$ cat src/rtl/mscan_pkg.sv
package mscan_pkg;

  typedef enum logic [1:0] {
    MS_OP_FIRST = 2'd0,
    MS_OP_LAST  = 2'd1,
    MS_OP_COUNT = 2'd2,
    MS_OP_NONE  = 2'd3
  } ms_op_e;

endpackage

$ cat src/rtl/mscan_trim.sv
// Clears every mask element at or above the active length.
module mscan_trim #(
  parameter int N   = 64,
  parameter int VLW = $clog2(N + 1)
) (
  input  logic [N-1:0]   mask_i,
  input  logic [VLW-1:0] vl_i,
  output logic [N-1:0]   mask_o
);

  for (genvar i = 0; i < N; i++) begin : g_lane
    localparam logic [VLW-1:0] LANE = VLW'(i);
    assign mask_o[i] = mask_i[i] & (vl_i > LANE);
  end

endmodule

$ cat src/rtl/mscan_prefix.sv
// Ripple chain of exclusive running counts plus the total.
module mscan_prefix #(
  parameter int N   = 64,
  parameter int SEW = 8,
  parameter int CW  = $clog2(N + 1)
) (
  input  logic [N-1:0]     mask_i,
  output logic [N*SEW-1:0] prefix_o,
  output logic [CW-1:0]    count_o
);

  logic [CW-1:0] run [N+1];

  assign run[0] = '0;

  for (genvar i = 0; i < N; i++) begin : g_chain
    assign run[i+1] = run[i] + CW'(mask_i[i]);
    if (SEW >= CW) begin : g_wide
      assign prefix_o[i*SEW +: SEW] = SEW'(run[i]);
    end else begin : g_narrow
      assign prefix_o[i*SEW +: SEW] = run[i][SEW-1:0];
    end
  end

  assign count_o = run[N];

endmodule

$ cat src/rtl/mscan_find.sv
// Lowest and highest set element search.
module mscan_find #(
  parameter int N  = 64,
  parameter int IW = (N > 1) ? $clog2(N) : 1
) (
  input  logic [N-1:0]  mask_i,
  output logic [IW-1:0] first_o,
  output logic [IW-1:0] last_o,
  output logic          any_o
);

  always_comb begin
    first_o = '0;
    for (int i = N - 1; i >= 0; i--) begin
      if (mask_i[i]) first_o = IW'(i);
    end
  end

  always_comb begin
    last_o = '0;
    for (int i = 0; i < N; i++) begin
      if (mask_i[i]) last_o = IW'(i);
    end
  end

  assign any_o = |mask_i;

endmodule

$ cat src/rtl/mscan_unit.sv
module mscan_unit
  import mscan_pkg::*;
#(
  parameter int N    = 64,
  parameter int SEW  = 8,
  parameter int XLEN = 64,
  localparam int VLW = $clog2(N + 1),
  localparam int CW  = $clog2(N + 1),
  localparam int IW  = (N > 1) ? $clog2(N) : 1
) (
  input  logic              clk,
  input  logic              rst,
  input  logic              start,
  input  logic [N-1:0]      mask,
  input  logic [VLW-1:0]    vl,
  input  logic [1:0]        op,
  output logic              done,
  output logic [XLEN-1:0]   result_scalar,
  output logic [N*SEW-1:0]  prefix_vec
);

  logic [N-1:0]     mask_t;
  logic [N*SEW-1:0] prefix_c;
  logic [CW-1:0]    count_c;
  logic [IW-1:0]    first_c;
  logic [IW-1:0]    last_c;
  logic             any_c;
  logic [XLEN-1:0]  scalar_c;
  ms_op_e           op_e;

  mscan_trim #(.N(N), .VLW(VLW)) u_trim (
    .mask_i (mask),
    .vl_i   (vl),
    .mask_o (mask_t)
  );

  mscan_prefix #(.N(N), .SEW(SEW), .CW(CW)) u_prefix (
    .mask_i   (mask_t),
    .prefix_o (prefix_c),
    .count_o  (count_c)
  );

  mscan_find #(.N(N), .IW(IW)) u_find (
    .mask_i  (mask_t),
    .first_o (first_c),
    .last_o  (last_c),
    .any_o   (any_c)
  );

  assign op_e = ms_op_e'(op);

  always_comb begin
    unique case (op_e)
      MS_OP_FIRST: scalar_c = any_c ? XLEN'(first_c) : '1;
      MS_OP_LAST:  scalar_c = any_c ? XLEN'(last_c)  : '1;
      MS_OP_COUNT: scalar_c = XLEN'(count_c);
      default:     scalar_c = '0;
    endcase
  end

  always_ff @(posedge clk) begin
    if (rst) begin
      done          <= 1'b0;
      result_scalar <= '0;
      prefix_vec    <= '0;
    end else begin
      done <= start;
      if (start) begin
        result_scalar <= scalar_c;
        prefix_vec    <= prefix_c;
      end
    end
  end

  // Running count at the last active lane, for the end-of-chain invariant.
  logic [SEW-1:0] tail_sum;
  logic           tail_ok;
  always_comb begin
    tail_sum = '0;
    tail_ok  = 1'b0;
    for (int i = 0; i < N; i++) begin
      if ((int'(vl) == i + 1) || ((i == N - 1) && (int'(vl) > N))) begin
        tail_sum = prefix_c[i*SEW +: SEW] + SEW'(mask_t[i]);
        tail_ok  = 1'b1;
      end
    end
  end

  AST_DONE_AFTER_START: assert property (@(posedge clk) disable iff (rst)
    start |=> done);
  AST_DONE_NEEDS_START: assert property (@(posedge clk) disable iff (rst)
    done |-> $past(start));
  AST_RESULTS_HOLD: assert property (@(posedge clk) disable iff (rst)
    !start |=> ($stable(result_scalar) && $stable(prefix_vec)));
  AST_PREFIX_BASE_ZERO: assert property (@(posedge clk) disable iff (rst)
    done |-> (prefix_vec[SEW-1:0] == '0));
  AST_EMPTY_AGREES: assert property (@(posedge clk) disable iff (rst)
    start |-> ((count_c == '0) == !any_c));
  AST_LAST_NOT_BELOW_FIRST: assert property (@(posedge clk) disable iff (rst)
    (start && any_c) |-> (last_c >= first_c));
  AST_TAIL_INVARIANT: assert property (@(posedge clk) disable iff (rst)
    (start && tail_ok) |-> (tail_sum == SEW'(count_c)));
  AST_ZERO_VL_EMPTY: assert property (@(posedge clk) disable iff (rst)
    (start && vl == '0) |-> (!any_c && count_c == '0));

endmodule

$ cat config.mk
export PLATFORM = sky130hd
export DESIGN_NAME = mscan_unit
export DESIGN_NICKNAME = d
export VERILOG_FILES = /design/src/rtl/mscan_pkg.sv /design/src/rtl/mscan_trim.sv /design/src/rtl/mscan_prefix.sv /design/src/rtl/mscan_find.sv /design/src/rtl/mscan_unit.sv
export SDC_FILE = /design/constraint.sdc
export NUM_CORES = 1
export LEC_CHECK = 0
export ABC_AREA = 1
export BUFFER_PORTS_ARGS = -buffer_cell sky130_fd_sc_hd__buf_2
export CORE_UTILIZATION = 45
export CTS_BUF_LIST = sky130_fd_sc_hd__clkbuf_2 sky130_fd_sc_hd__clkbuf_4 sky130_fd_sc_hd__clkbuf_8
export DETAILED_ROUTE_END_ITERATION = 8
export PLACE_DENSITY = 0.67
export REMOVE_ABC_BUFFERS = 1
export SLEW_MARGIN = 40
export SYNTH_ARGS = -nofsm -noshare
export SYNTH_HDL_FRONTEND = slang
export SYNTH_HIERARCHICAL = 1
export SYNTH_SLANG_ARGS = --single-unit
$ cat constraint.sdc
create_clock -name clk -period 35.1 [get_ports clk]
set_input_delay 10.53 -clock clk [delete_from_list [all_inputs] [get_ports clk]]
set_output_delay 10.53 -clock clk [all_outputs]
set_load 0.03 [all_outputs]
==> results.py, run 1 <==
metrics = {
    "place": {
        "dpl.cell_count": 6479,
        "placement.io_buffers": 652,
        "post-dp-hpwl_um": 76900,
        "place.gp.congestion": 0.913,
        "place_area_um2": 35900,
    },
    "cells_and_area": {
        "area_growth_pct": 15.3,
        "regArea_um2": 10400,
        "nets": 5828,
        "multi_input_area_um2": 18200,
        "drive_gt1_frac": 0.235,
        "final_cells": 6667,
        "fillers": 7412,
        "finish.instance_area_um2": 38100,
    },
    "timing": {
        "drv_slew": 0,
        "hold_viol": 0,
        "rsz0062_at_grt": "false",
        "skew_ns": 0,
        "min_period_ns": 33.82,
        "relSlewSlack": 0.475,
        "fin_tns_setup_ns": 0,
        "fin_crit_sh": 0.963,
        "finalSetupViolCount": 0,
        "tightest_slew_ns": 0.787,
        "fmax_mhz": 29.6,
        "whs_ns": 0.468,
    },
    "routing": {
        "via_per_inst": 4.80,
        "wl_per_cell_um": 15.3,
        "wirelength_um": 102000,
        "vias": 32009,
        "ant_nets": 0,
        "drt_iter0_markers": 1809,
        "drtPass1Iterations": 6,
        "drc_errors": 0,
    },
    "yosys": {
        "synth_compound_area_frac": 0.0907,
        "netlist-cell-type-count": 47,
        "synth-xor-area-share": 0.00106,
        "synth_mux_area_frac": 0,
        "ys_async_sr_fraction": 0,
        "ys_seq_elements": 521,
        "synthCells": 5100,
        "ys_warn_count": 6,
        "synth_adder_area_share": 0.0476,
        "syn_area_per_cell_um2": 6.48,
        "synth_top_family_by_area": "simple AND/OR/NAND/NOR gates",
        "synthFlopType": "dfxtp_1",
        "synth-edff-count": 0,
        "synth_simple_gate_area_share": 0.400,
        "syn_area_um2": 33000,
        "yosysSeqAreaShare": 0.316,
    },
    "global_routing": {
        "antenna_found_initial": 31,
        "grt_pass1_vias": 29968,
        "grt_pass1_wl_um": 159000,
        "grt_usage": 0.264,
        "overflow": 0,
        "grt_start_max_net_pins": 246,
    },
    "clock_tree": {
        "cts_setup_buffers": 0,
        "cts-resized-gates": 0,
        "h-tree-depth": 3,
        "clkSinkCount": 521,
        "cts_made_buffers": 94,
        "clk_pin_slew_ns": 0.06,
        "clock_latency_ns": 0.71,
        "clockBufferDepth": 3,
        "cts_tree": "yes",
        "root_buffer": "clkbuf_8",
        "cts_hold_buf": 0,
    },
    "setup_path": {
        "cp_max_fo": 15,
        "cp_slowest_cell": "a21boi_0",
        "cp_common_cell": "ha_1",
        "cp-end-kind": "flip-flop",
        "cp-start-kind": "input port",
        "critPathKind": "in2reg",
        "required_ns": 35.72,
        "worstPathArrival_ns": 34.44,
        "slowest_delay_ns": 0.58,
    },
    "floorplanning": {
        "die_h_um": 273,
        "initial_core_util": 0.458,
        "core_um2": 72100,
        "die_x_um": 273,
        "die-area_um2": 74500,
        "io_pins": 653,
        "row_count": 98,
    },
    "run_status": {
        "status": "complete, no violations",
    },
    "job": {
        "cap_viol_max_count": 0,
    },
    "min_path": {
        "hold_path.class": "reg2reg",
    },
}
## placed cells by master (no fill, tap or decap), types with 14 or more instances in the layout
| cell type | n |
|---|---|
| nand2_2 | 276 |
| conb_1 | 95 |
| clkbuf_4 | 30 |
| inv_2 | 28 |
| diode_2 | 17 |
| buf_2 | 651 |
| clkbuf_8 | 118 |
| nand2_1 | 801 |
| nand3_1 | 301 |
| nand3_2 | 113 |
| a21boi_0 | 14 |
| a21oi_1 | 27 |
| o21ai_0 | 522 |
| inv_1 | 602 |
| nor2_1 | 1313 |
| dfxtp_1 | 521 |
| nand2_4 | 51 |
| ha_1 | 124 |
## routing by layer
layer | track usage | vias to the layer above | part of all wire
met5 | 0 | - | 0.0014
met4 | 0.0882 | 22 | 0.026
met3 | 0.0643 | 165 | 0.068
met2 | 0.438 | 797 | 0.46
met1 | 0.334 | 14368 | 0.44
li1 | - | 16657 | -
## critical path, delay by kind of cell
family / cells / cell delay, ns
buf+inv: 2 / 0.38
compound gates: 2 / 0.74
fa+ha+maj: 63 / 21.70
simple gates: 9 / 1.06
## path summary, 6_finish.rpt
| path | end | cells past startpoint | start | slack, ns |
|---|---|---|---|---|
| worst max register to register | result_scalar[62]$_SDFFE_PP0P_ | 3 | result_scalar[62]$_SDFFE_PP0P_ | 34.14 |
| worst min register to register | result_scalar[4]$_SDFFE_PP0P_ | 2 | result_scalar[4]$_SDFFE_PP0P_ | 0.47 |
| worst max-delay path | result_scalar[6]$_SDFFE_PP0P_ | 76 | vl[6] | 1.28 |
| worst min-delay path | result_scalar[4]$_SDFFE_PP0P_ | 2 | result_scalar[4]$_SDFFE_PP0P_ | 0.47 |
## per-stage QoR
stage	utilization	setup WS, ns
final	0.528	1.28
after global routing	0.528	0.140
after CTS	0.527	1.38
after detailed placement	0.497	0.682
after global placement	0.496	1.10
after floorplan	-	2.54
## sequential cells by signal, summed over array words and instances, names as in the netlist
name,count
done,1
prefix_vec,512
result_scalar,8
## cells in the mapped netlist (all sizes together) (2+ instances only)
cell type  count  area [um2]
o31ai          2        15.0
nor3           3        15.0
and3           2        12.5
nand3        422        2780
buf          227        1750
a21oi         28         144
clkbuf       101         439
ha           124        1550
dfxtp        521       10400
xor2           2        17.5
nor2        1327        5030
clkinv         3        11.3
nand2       1129        5330
bufinv        11         193
xnor2          2        17.5
a31oi          2        12.5
o21a           6        45.0
a21boi        16         120
o21ai        526        2640
inv          632        2380
nand4          7        43.8
## layout make-up
cell class,count,area share
Multi-Input combinational cell,3699,0.477
Sequential cell,521,0.274
Timing Repair Buffer,665,0.0920
Inverter,646,0.0685
Clock buffer,148,0.0486
Tap cell,950,0.0312
Clock inverter,21,0.00733
Antenna cell,17,0.00112
## logic make-up (layout without fill, tap and decap cells)
| family | count (synthesis) | after routing |
|---|---|---|
| simple gates | 2892 | 2892 |
| buf+inv | 974 | 1480 |
| compound gates | 583 | 583 |
| flops | 521 | 521 |
| fa+ha+maj | 125 | 125 |
| xor+xnor | 4 | 4 |
| other cells | 1 | 112 |
Power of run 1 is not shown: default switching activity piles up to over one toggle a cycle in this logic, so the estimate is an artifact.
==> run 2: changes to the inputs <==
--- a/config.mk
+++ b/config.mk
@@ -7,9 +7,11 @@
 export LEC_CHECK = 0
 export ABC_AREA = 1
 export BUFFER_PORTS_ARGS = -buffer_cell sky130_fd_sc_hd__buf_2
+export CORE_ASPECT_RATIO = 0.5
 export CORE_UTILIZATION = 45
 export CTS_BUF_LIST = sky130_fd_sc_hd__clkbuf_2 sky130_fd_sc_hd__clkbuf_4 sky130_fd_sc_hd__clkbuf_8
 export DETAILED_ROUTE_END_ITERATION = 8
+export HOLD_SLACK_MARGIN = 0.03
 export PLACE_DENSITY = 0.67
 export REMOVE_ABC_BUFFERS = 1
 export SLEW_MARGIN = 40
==> results.py, run 2 (synthesis gave the netlist of run 1 again) <==
metrics = {
    "timing": {
        "finalSetupViolCount": 0,
        "setup_slack_ns": 1.30,
        "skew_ns": 0,
        "fin_tns_setup_ns": 0,
        "fin_crit_sh": 0.963,
        "relSlewSlack": 0.435,
        "hold_viol": 0,
        "min_period_ns": 33.80,
        "rsz0062_at_grt": "false",
        "fmax_mhz": 29.6,
        "drv_slew": 0,
        "tightest_slew_ns": 0.848,
    },
    "clock_tree": {
        "clk_pin_slew_ns": 0.06,
        "cts_made_buffers": 82,
        "clockBufferDepth": 3,
        "clock_latency_ns": 0.72,
        "cts_tree": "yes",
        "cts_hold_buf": 0,
        "root_buffer": "clkbuf_8",
        "cts_setup_buffers": 0,
        "clkSinkCount": 521,
        "cts-resized-gates": 0,
        "h-tree-depth": 3,
    },
    "cells_and_area": {
        "layout_common_cells": "nor2_1, nand2_1, buf_2",
        "final_common_cell": "nor2_1",
        "drive_gt1_frac": 0.233,
        "largestRegisters": "prefix_vec (512), result_scalar (8), done (1)",
        "largest_reg_flops": 512,
        "area_growth_pct": 14.2,
        "nets": 5815,
        "regMostFlops": "prefix_vec",
    },
    "job": {
        "cap_viol_max_count": 0,
    },
    "global_routing": {
        "grt_pass1_vias": 30381,
        "overflow": 0,
        "grt_start_max_net_pins": 244,
        "grt_usage": 0.269,
        "grt_pass1_wl_um": 161000,
        "antenna_found_initial": 17,
    },
    "routing": {
        "drc_errors": 0,
        "wl_per_cell_um": 15.6,
        "vias": 32221,
        "via_per_inst": 4.84,
        "ant_nets": 0,
        "drtPass1Iterations": 8,
        "drt_iter0_markers": 2080,
        "wirelength_um": 103000,
    },
    "floorplanning": {
        "io_pins": 653,
        "core_um2": 71800,
        "die_x_um": 385,
        "die-area_um2": 74600,
        "initial_core_util": 0.460,
        "row_count": 69,
        "die_h_um": 194,
    },
    "min_path": {
        "min_path_cells": 2,
        "hold_start": "result_scalar[0]$_SDFFE_PP0P_",
        "hold_path.class": "reg2reg",
        "min_to": "result_scalar[0]$_SDFFE_PP0P_",
    },
    "place": {
        "preCtsSetupSlack_ns": 0.447,
        "post-dp-hpwl_um": 78500,
        "placement.io_buffers": 652,
        "place.gp.congestion": 0.931,
    },
    "setup_path": {
        "cp_common_cell": "ha_1",
        "cp_slowest_cell": "fa_1",
        "cp-start-kind": "input port",
        "critPathKind": "in2reg",
        "regToRegSetupSlack_ns": 34.00,
        "slowest_delay_ns": 0.50,
        "worstPathArrival_ns": 34.43,
        "required_ns": 35.73,
        "timing.rr.start": "result_scalar[62]$_SDFFE_PP0P_",
        "cp_max_fo": 8,
        "cp-end-kind": "flip-flop",
        "reg2reg_depth": 2,
        "r2r_end": "result_scalar[62]$_SDFFE_PP0P_",
    },
    "run_status": {
        "status": "complete, no violations",
    },
}
==> run 2: cell types whose count changed in the layout (fill, tap and decap cells not counted), sizes merged <==
| cell | delta |
|---|---|
| buf | -1 |
| bufinv | +2 |
| clkbuf | -27 |
| clkinv | +2 |
| clkinvlp | +6 |
| diode | -3 |
| inv | -3 |
==> run 2: critical path, delay by kind of cell <==
| kind | cells | cell delay, ns |
|---|---|---|
| adder cells (fa/ha/maj) | 63 | 21.79 |
| AND/OR/NAND/NOR | 9 | 1.45 |
| AO/OA/AOI/OAI | 2 | 0.51 |
| buffers and inverters | 1 | 0.17 |
==> run 2: metrics by stage <==
stage               utilization  instance area (um2)  cells  hold slack (ns)
finish                    0.525                37700   6651            0.476
detailed placement        0.499                35800   6488            0.463
floorplan                     -                31200   4866            0.591
CTS                       0.524                37700   6637            0.473
global route              0.525                37700   6651            0.499
global placement          0.498                35800   6487            0.454
==> run 2: final cells by class <==
cell class / instances / area (um2)
well taps: 958 / 1200
diodes: 14 / 35.0
clock buffers: 121 / 1530
inverters: 646 / 2620
fillers: 7439 / 34100
clock inverters: 28 / 330
multi-input cells: 3699 / 18200
repair buffers: 664 / 3410
flip-flops and latches: 521 / 10400
==> run 2: worst max path at each step <==
| stage | startpoint | endpoint | slack, ns |
|---|---|---|---|
| 2_1_floorplan | vl[6] | result_scalar[6]$_SDFFE_PP0P_ | 2.54 |
| 6_report | vl[6] | result_scalar[6]$_SDFFE_PP0P_ | 1.30 |
| 3_5_place_dp | vl[6] | result_scalar[6]$_SDFFE_PP0P_ | 0.45 |
| 4_1_cts | vl[6] | result_scalar[6]$_SDFFE_PP0P_ | 1.19 |
| 5_1_grt | vl[6] | result_scalar[6]$_SDFFE_PP0P_ | 0.24 |
| 3_3_place_gp | vl[6] | result_scalar[6]$_SDFFE_PP0P_ | 0.99 |
==> run 2: layer usage <==
layer	share of wire	GRT usage	wire length [um]
met2	0.48	0.456	49600
met5	0	0	0
met1	0.44	0.331	45200
met3	0.042	0.0447	4360
met4	0.041	0.124	4270
Power of run 2 is left out for the same reason.
